**config.mk**
```make
export PLATFORM = sky130hd
export DESIGN_NAME = lsq_train_chest
export DESIGN_NICKNAME = d
export VERILOG_FILES = /design/src/rtl/lsc_pkg.sv /design/src/rtl/lsc_sc_map.sv /design/src/rtl/lsc_negate.sv /design/src/rtl/lsc_seq.sv /design/src/rtl/lsq_train_chest.sv
export SDC_FILE = /design/constraint.sdc
export NUM_CORES = 1
export LEC_CHECK = 0
export ABC_AREA = 1
export BUFFER_PORTS_ARGS = -buffer_cell sky130_fd_sc_hd__buf_2
export CAP_MARGIN = 25
export CELL_PAD_IN_SITES_DETAIL_PLACEMENT = 1
export CELL_PAD_IN_SITES_GLOBAL_PLACEMENT = 2
export CORE_MARGIN = 2
export CORE_UTILIZATION = 34
export CTS_BUF_LIST = sky130_fd_sc_hd__clkbuf_4 sky130_fd_sc_hd__clkbuf_8
export DETAILED_ROUTE_END_ITERATION = 10
export PLACE_DENSITY = 0.95
export SLEW_MARGIN = 15
export SYNTH_ARGS = -nofsm -noshare
export SYNTH_HDL_FRONTEND = slang
export SYNTH_HIERARCHICAL = 1
export SYNTH_SLANG_ARGS = --single-unit
```
**constraint.sdc**
```tcl
create_clock -name clk -period 3.1 [get_ports clk]
set_clock_uncertainty 0.05 [all_clocks]
set_input_delay 0.155 -clock clk [delete_from_list [all_inputs] [get_ports clk]]
set_output_delay 0.155 -clock clk [all_outputs]
set_load 0.1 [all_outputs]
```
**src/rtl/lsc_pkg.sv**
```systemverilog
package lsc_pkg;
   localparam int unsigned N_ACTIVE  = 52;
   localparam int unsigned HALF_BAND = 26;
   localparam int unsigned PW        = $clog2(N_ACTIVE);

   // bit (k + 26) set where the training subcarrier k carries -1
   localparam logic [63:0] TRAIN_NEG =
      64'(53'b0000_1010_1100_1111_1010_1001_100_0000_1010_0110_0000_0101_0011_00);

   typedef struct packed {
      logic          ok;
      logic [PW-1:0] pos;
      logic          neg;
   } sc_info_t;
endpackage

```
**src/rtl/lsc_sc_map.sv**
```systemverilog
module lsc_sc_map
   import lsc_pkg::*;
#(
   parameter int SCW = 6
) (
   input  logic [SCW-1:0] sc_i,
   output sc_info_t       info_o
);
   logic signed [7:0] ks;
   logic        [5:0] tidx;

   if (SCW < 6 || SCW > 8) begin : g_bad_scw
      $error("lsc_sc_map: SCW must lie in 6..8");
   end

   always_comb begin
      ks          = 8'(signed'(sc_i));
      tidx        = 6'(ks + 8'sd26);
      info_o.ok   = (ks != 8'sd0) && (ks >= -8'sd26) && (ks <= 8'sd26);
      info_o.pos  = ks[7] ? PW'(ks + 8'sd26) : PW'(ks + 8'sd25);
      info_o.neg  = info_o.ok & TRAIN_NEG[tidx];
   end
endmodule

```
**src/rtl/lsc_negate.sv**
```systemverilog
module lsc_negate #(
   parameter int DW       = 12,
   parameter bit SATURATE = 1'b1
) (
   input  logic [DW-1:0] val_i,
   input  logic          neg_i,
   output logic [DW-1:0] val_o
);
   localparam logic [DW-1:0] MINV = {1'b1, {(DW-1){1'b0}}};
   localparam logic [DW-1:0] MAXV = {1'b0, {(DW-1){1'b1}}};

   if (DW < 4) begin : g_bad_dw
      $error("lsc_negate: DW must be at least 4");
   end

   if (SATURATE) begin : g_sat
      always_comb begin
         if (!neg_i)            val_o = val_i;
         else if (val_i == MINV) val_o = MAXV;
         else                   val_o = -val_i;
      end
   end else begin : g_wrap
      always_comb val_o = neg_i ? -val_i : val_i;
   end
endmodule

```
**src/rtl/lsc_seq.sv**
```systemverilog
module lsc_seq
   import lsc_pkg::*;
#(
   parameter int ANTW = 2
) (
   input  logic            clk,
   input  logic            rst_n,
   input  logic            start_i,
   input  logic [ANTW-1:0] ntx_m1_i,
   input  logic [ANTW-1:0] nrx_m1_i,
   input  logic            take_i,
   output logic            acc_o,
   output logic            fin_o,
   output logic [ANTW-1:0] tx_o,
   output logic [ANTW-1:0] rx_o
);
   logic            active_q;
   logic [ANTW-1:0] ntx_q, nrx_q, tx_q, rx_q;
   logic [PW-1:0]   cnt_q;
   logic            sym_end, pair_last;

   assign acc_o     = active_q & take_i & ~start_i;
   assign sym_end   = (cnt_q == PW'(N_ACTIVE - 1));
   assign pair_last = (tx_q == ntx_q) && (rx_q == nrx_q);
   assign fin_o     = acc_o & sym_end & pair_last;
   assign tx_o      = tx_q;
   assign rx_o      = rx_q;

   always_ff @(posedge clk or negedge rst_n) begin
      if (!rst_n) begin
         active_q <= 1'b0;
         ntx_q    <= '0;
         nrx_q    <= '0;
         tx_q     <= '0;
         rx_q     <= '0;
         cnt_q    <= '0;
      end else if (start_i) begin
         active_q <= 1'b1;
         ntx_q    <= ntx_m1_i;
         nrx_q    <= nrx_m1_i;
         tx_q     <= '0;
         rx_q     <= '0;
         cnt_q    <= '0;
      end else if (acc_o) begin
         if (sym_end) begin
            cnt_q <= '0;
            if (pair_last) begin
               active_q <= 1'b0;
            end else if (rx_q == nrx_q) begin
               rx_q <= '0;
               tx_q <= tx_q + 1'b1;
            end else begin
               rx_q <= rx_q + 1'b1;
            end
         end else begin
            cnt_q <= cnt_q + 1'b1;
         end
      end
   end

   AST_PAIR_BOUND: assert property (@(posedge clk) disable iff (!rst_n) active_q |-> (tx_q <= ntx_q) && (rx_q <= nrx_q));
   AST_COUNT_BOUND: assert property (@(posedge clk) disable iff (!rst_n) cnt_q < PW'(N_ACTIVE));
endmodule

```
**src/rtl/lsq_train_chest.sv**
```systemverilog
module lsq_train_chest
   import lsc_pkg::*;
#(
   parameter int DW       = 12,
   parameter int SCW      = 6,
   parameter int MAX_ANT  = 4,
   parameter bit SATURATE = 1'b1,
   localparam int ANTW    = $clog2(MAX_ANT)
) (
   input  logic            clk,
   input  logic            rst_n,
   input  logic            start_i,
   input  logic [ANTW-1:0] ntx_m1_i,
   input  logic [ANTW-1:0] nrx_m1_i,
   input  logic            smp_vld_i,
   input  logic [SCW-1:0]  smp_sc_i,
   input  logic [DW-1:0]   smp_re_i,
   input  logic [DW-1:0]   smp_im_i,
   output logic            wr_en_o,
   output logic [ANTW-1:0] wr_tx_o,
   output logic [ANTW-1:0] wr_rx_o,
   output logic [PW-1:0]   wr_sc_o,
   output logic [DW-1:0]   wr_re_o,
   output logic [DW-1:0]   wr_im_o,
   output logic            done_o
);
   localparam logic [DW-1:0] MINV = {1'b1, {(DW-1){1'b0}}};
   localparam logic [DW-1:0] MAXV = {1'b0, {(DW-1){1'b1}}};

   if (MAX_ANT < 2 || MAX_ANT > 16) begin : g_bad_ant
      $error("lsq_train_chest: MAX_ANT must lie in 2..16");
   end

   sc_info_t        info;
   logic            acc, fin;
   logic [ANTW-1:0] tx, rx;
   logic [DW-1:0]   re_n, im_n;

   lsc_sc_map #(.SCW(SCW)) u_map (
      .sc_i   (smp_sc_i),
      .info_o (info)
   );

   lsc_seq #(.ANTW(ANTW)) u_seq (
      .clk      (clk),
      .rst_n    (rst_n),
      .start_i  (start_i),
      .ntx_m1_i (ntx_m1_i),
      .nrx_m1_i (nrx_m1_i),
      .take_i   (smp_vld_i & info.ok),
      .acc_o    (acc),
      .fin_o    (fin),
      .tx_o     (tx),
      .rx_o     (rx)
   );

   lsc_negate #(.DW(DW), .SATURATE(SATURATE)) u_neg_re (
      .val_i (smp_re_i),
      .neg_i (info.neg),
      .val_o (re_n)
   );

   lsc_negate #(.DW(DW), .SATURATE(SATURATE)) u_neg_im (
      .val_i (smp_im_i),
      .neg_i (info.neg),
      .val_o (im_n)
   );

   always_ff @(posedge clk or negedge rst_n) begin
      if (!rst_n) begin
         wr_en_o <= 1'b0;
         done_o  <= 1'b0;
         wr_tx_o <= '0;
         wr_rx_o <= '0;
         wr_sc_o <= '0;
         wr_re_o <= '0;
         wr_im_o <= '0;
      end else begin
         wr_en_o <= acc;
         done_o  <= fin;
         if (acc) begin
            wr_tx_o <= tx;
            wr_rx_o <= rx;
            wr_sc_o <= info.pos;
            wr_re_o <= re_n;
            wr_im_o <= im_n;
         end
      end
   end

   AST_SC_POS_RANGE: assert property (@(posedge clk) disable iff (!rst_n) wr_en_o |-> wr_sc_o < PW'(N_ACTIVE));
   AST_PASS_THROUGH: assert property (@(posedge clk) disable iff (!rst_n) (acc && !info.neg) |=> (wr_re_o == $past(smp_re_i)) && (wr_im_o == $past(smp_im_i)));
   AST_START_NO_WRITE: assert property (@(posedge clk) disable iff (!rst_n) start_i |=> !wr_en_o);
   AST_WRITE_LATENCY: assert property (@(posedge clk) disable iff (!rst_n) wr_en_o |-> $past(smp_vld_i));
   AST_DONE_ON_WRITE: assert property (@(posedge clk) disable iff (!rst_n) done_o |-> wr_en_o);
   AST_DONE_PULSE: assert property (@(posedge clk) disable iff (!rst_n) done_o |=> !done_o);

   if (SATURATE) begin : g_sat_chk
      AST_SAT_TO_MAX: assert property (@(posedge clk) disable iff (!rst_n) (acc && info.neg && smp_re_i == MINV) |=> wr_re_o == MAXV);
   end
endmodule

```
==> results_dict.tcl <==
set metrics [dict create \
    outcome "completed" \
    chipWidth_um 106 \
    max-vdd-ir-drop_uv 469 \
    avgRoutedWirePerCell_um 13.1 \
    r2r_end "u_seq/cnt_q[1]" \
    routed-wl-met3_um 409 \
    fin_hold_ws_ns 0.0167 \
    cts_resized 0 \
    synth_cell_type_count 34 \
    dpl.cell_count 695 \
    nets 616 \
    cts_root_buf "clkbuf_8" \
    route.detailed.drc 0 \
    synth-main-ff-cell "dfrtp_1" \
    setup_viol 0 \
    max_cap_violations 0 \
    crit_path_top_delay_cell "ha_1" \
    cts_sinks 51 \
    fin_crit_ns 2.28 \
    syn_to_final_growth_pct 17.2 \
    tritoncts "built" \
    synth_common_cells "nand2_1 (197), dfrtp_1 (51), nor2_1 (38), inv_1 (34), nand2_2 (26)" \
    postSynthAreaPerCell_um2 7.15 \
    rsz0062_at_grt "no" \
    fill_cells 1321 \
    routabilityCongestion 0.852 \
    ys_seq_area_share_pct 36.2 \
    synthAdderAreaFrac_pct 3.55 \
    antenna_found_initial 0 \
    worst_slew_pin_slew_ns 0.809 \
    clk_latency_ns 0.31 \
    muxShareOfSynthArea_pct 0 \
    syn-num-nets 541 \
    critPathMaxFanout 11 \
    post-route-util_pct 40.6 \
    synth_edf_count 0 \
    yosysMostFrequentCell "nand2_1" \
    end_kind "flip-flop" \
    ios 74 \
    initial_utilization_pct 34.6 \
    relSlewSlack_pct 46.1 \
    dr.pass1.iters 4 \
    post_drt_via_cell_ratio 4.70 \
    cts_setup_buffers 0 \
    synth-compound-area-share_pct 6.99 \
    synth-simple-area-share_pct 44.0 \
    dr.max_layer_used "met4" \
    min-delay-start "ntx_m1_i[1]" \
    yosys_warnings 6 \
    r2r_slack_ns 1.54 \
    grtUsageTotal_pct 17.5 \
    cp.required_ns 3.25 \
    wl_met1_um 4130 \
    drt_iter0_markers 81 \
    min_path_cells 3 \
    max_freq_mhz 438 \
    core.rowCount 37 \
    die-area_mm2 0.0112 \
    clk_path_buf_depth 2 \
    arrival_ns 2.44 \
    r2r_start "u_seq/active_q" \
    cts-buffers-inserted 5 \
    hp-class "input port to flip-flop" \
    drt_wl_total_um 9230 \
    via_count 3316 \
    route.met2.wl_um 4630 \
    startpoint_type "input port" \
    synth_xor_area_share_pct 0.993 \
    finalNonFillerCells 705 \
    hold_viol_final 0 \
    grt-ovfl-total 0 \
    dp_hpwl_um 7390 \
    postRouteAntennaNets 0 \
    r2r_cells 5 \
    yosys.area.top_type "dfrtp_1" \
    synth_cells 493 \
    clkTransAtPathRegs_ns 0.10 \
    critPathKind "input port to flip-flop" \
    coreArea_mm2 0.0102 \
    setup_ws_ns 0.819 \
    grt_pass1_wl_um 16100 \
    leakage_nw 2.36 \
    slew_violations 0 \
    die_y_um 106 \
    portBuffers 73 \
    ys_ff_latch 51 \
    critPathMaxStageDelay_ns 0.40 \
    synth_top_family_by_area "simple AND/OR/NAND/NOR gates" \
    netlist_area_mm2 0.00353 \
    async_reset_ff_share_pct 100 \
    tns_ns 0 \
    power_density_mw_per_mm2 655 \
    grt_max_degree 36 \
    synthTopCellsByArea "dfrtp_1 (36%), nand2_1 (21%), nand2_2 (4.6%)" \
    finalCritPeriodShare_pct 73.6 \
    grt_pass1_vias 3552 \
    diodes 0 \
    netlist.area_leader.share_pct 36.2 \
    drive_above_1_share_pct 29.3 \
    critPathMostFrequentCell "nand2_1" \
    dpl_worst_slack_ns 0.453 \
    holdPathEnd "u_seq/ntx_q[1]" \
    crit_path_cell_trace "buf_2, inv_1, ha_1, nand2_1, inv_1, nand2_1, nor2_1, nor2_1, nand2_1, nand2_1, nor2_2, buf_4, inv_2, nor2_2, nand4_2, nand2_1, nor2_1, nand2_1, nand2_1" \
    ctsHtreeMaxLevel 2 \
]
## timing repair
| item | CTS | global route |
|---|---|---|
| endpoints found under the hold margin | 35 | 0 |
| endpoints found under the setup margin | 0 | 0 |
| hold buffers | 2 | 0 |
## worst max path at each step
stage,start,endpoint,slack [ns]
2_1_floorplan,smp_sc_i[2],wr_re_o[6],1.17
3_3_place_gp,smp_sc_i[2],wr_im_o[11],0.57
3_5_place_dp,smp_sc_i[2],wr_im_o[11],0.45
4_1_cts,smp_sc_i[2],wr_im_o[11],0.79
5_1_grt,smp_sc_i[2],wr_im_o[11],0.53
6_report,smp_sc_i[2],wr_im_o[11],0.82
## logic make-up (layout without fill, tap and decap cells)
| kind of cell | after synthesis | in the layout |
|---|---|---|
| xor gates and xnor gates | 4 | 4 |
| adders and majority gates | 10 | 10 |
| and+or+nand+nor | 329 | 329 |
| AOI/OAI and AO/OA | 42 | 42 |
| buffers and inverters | 57 | 133 |
| DFF | 51 | 51 |
## routing by layer
metal,GRT usage [%],vias to the layer above
met3,4.39,6
met2,31.7,54
met5,0,-
met4,3.95,0
met1,20.9,1573
li1,-,1683
## per-stage QoR
step | power [mW] | area [um2]
CTS | 2.75 | 4130
finish | 2.71 | 4130
floorplan | 1.96 | 3530
global route | 2.87 | 4130
global placement | 2.20 | 3990
detailed placement | 2.23 | 3990
## area by class of cell
| class | instances | area (um2) | area share (%) |
|---|---|---|---|
| Sequential cell | 51 | 1280 | 30.9 |
| Tap cell | 136 | 170 | 4.12 |
| Timing Repair Buffer | 80 | 423 | 10.2 |
| Clock buffer | 6 | 82.6 | 2.00 |
| Multi-Input combinational cell | 385 | 1970 | 47.6 |
| Clock inverter | 2 | 38.8 | 0.939 |
| Inverter | 45 | 176 | 4.27 |
## sequential cells by signal, summed over array words and instances, names as in the netlist, 6 cells and up
name	cells
wr_im_o	12
wr_sc_o	6
u_seq/cnt_q	6
wr_re_o	12
## layout by cell type (no fill, tap or decap), types with 2 or more instances in the layout
cell	instances
a21oi_1	9
nor2_2	12
buf_2	73
dlygate4sd3_1	2
or2_1	4
nand3_1	21
o21ai_0	18
xor2_1	4
o21ai_1	2
inv_1	34
nand4_2	2
o21ai_2	3
dfrtp_1	51
o211ai_1	3
buf_4	5
nor3_2	3
nand3b_1	2
ha_1	10
nor2_1	37
nand3_2	14
nand2_1	197
nand2_2	26
a21o_1	4
inv_2	10
clkbuf_8	6
nand2_4	5
or2_2	2
## where the power goes
part           internal, mW  total, mW  switching [mW]
sequential            0.782      0.867          0.0850
clock                 0.266      0.499           0.233
combinational         0.259       1.34            1.08
total                  1.31       2.71            1.40
## worst max-delay path, delay by kind of cell
kind,cells,cell delay (ns)
simple gates,13,1.35
fa+ha+maj,1,0.40
buf+inv,5,0.53
Note: power is estimated with default switching activity, not from simulation.
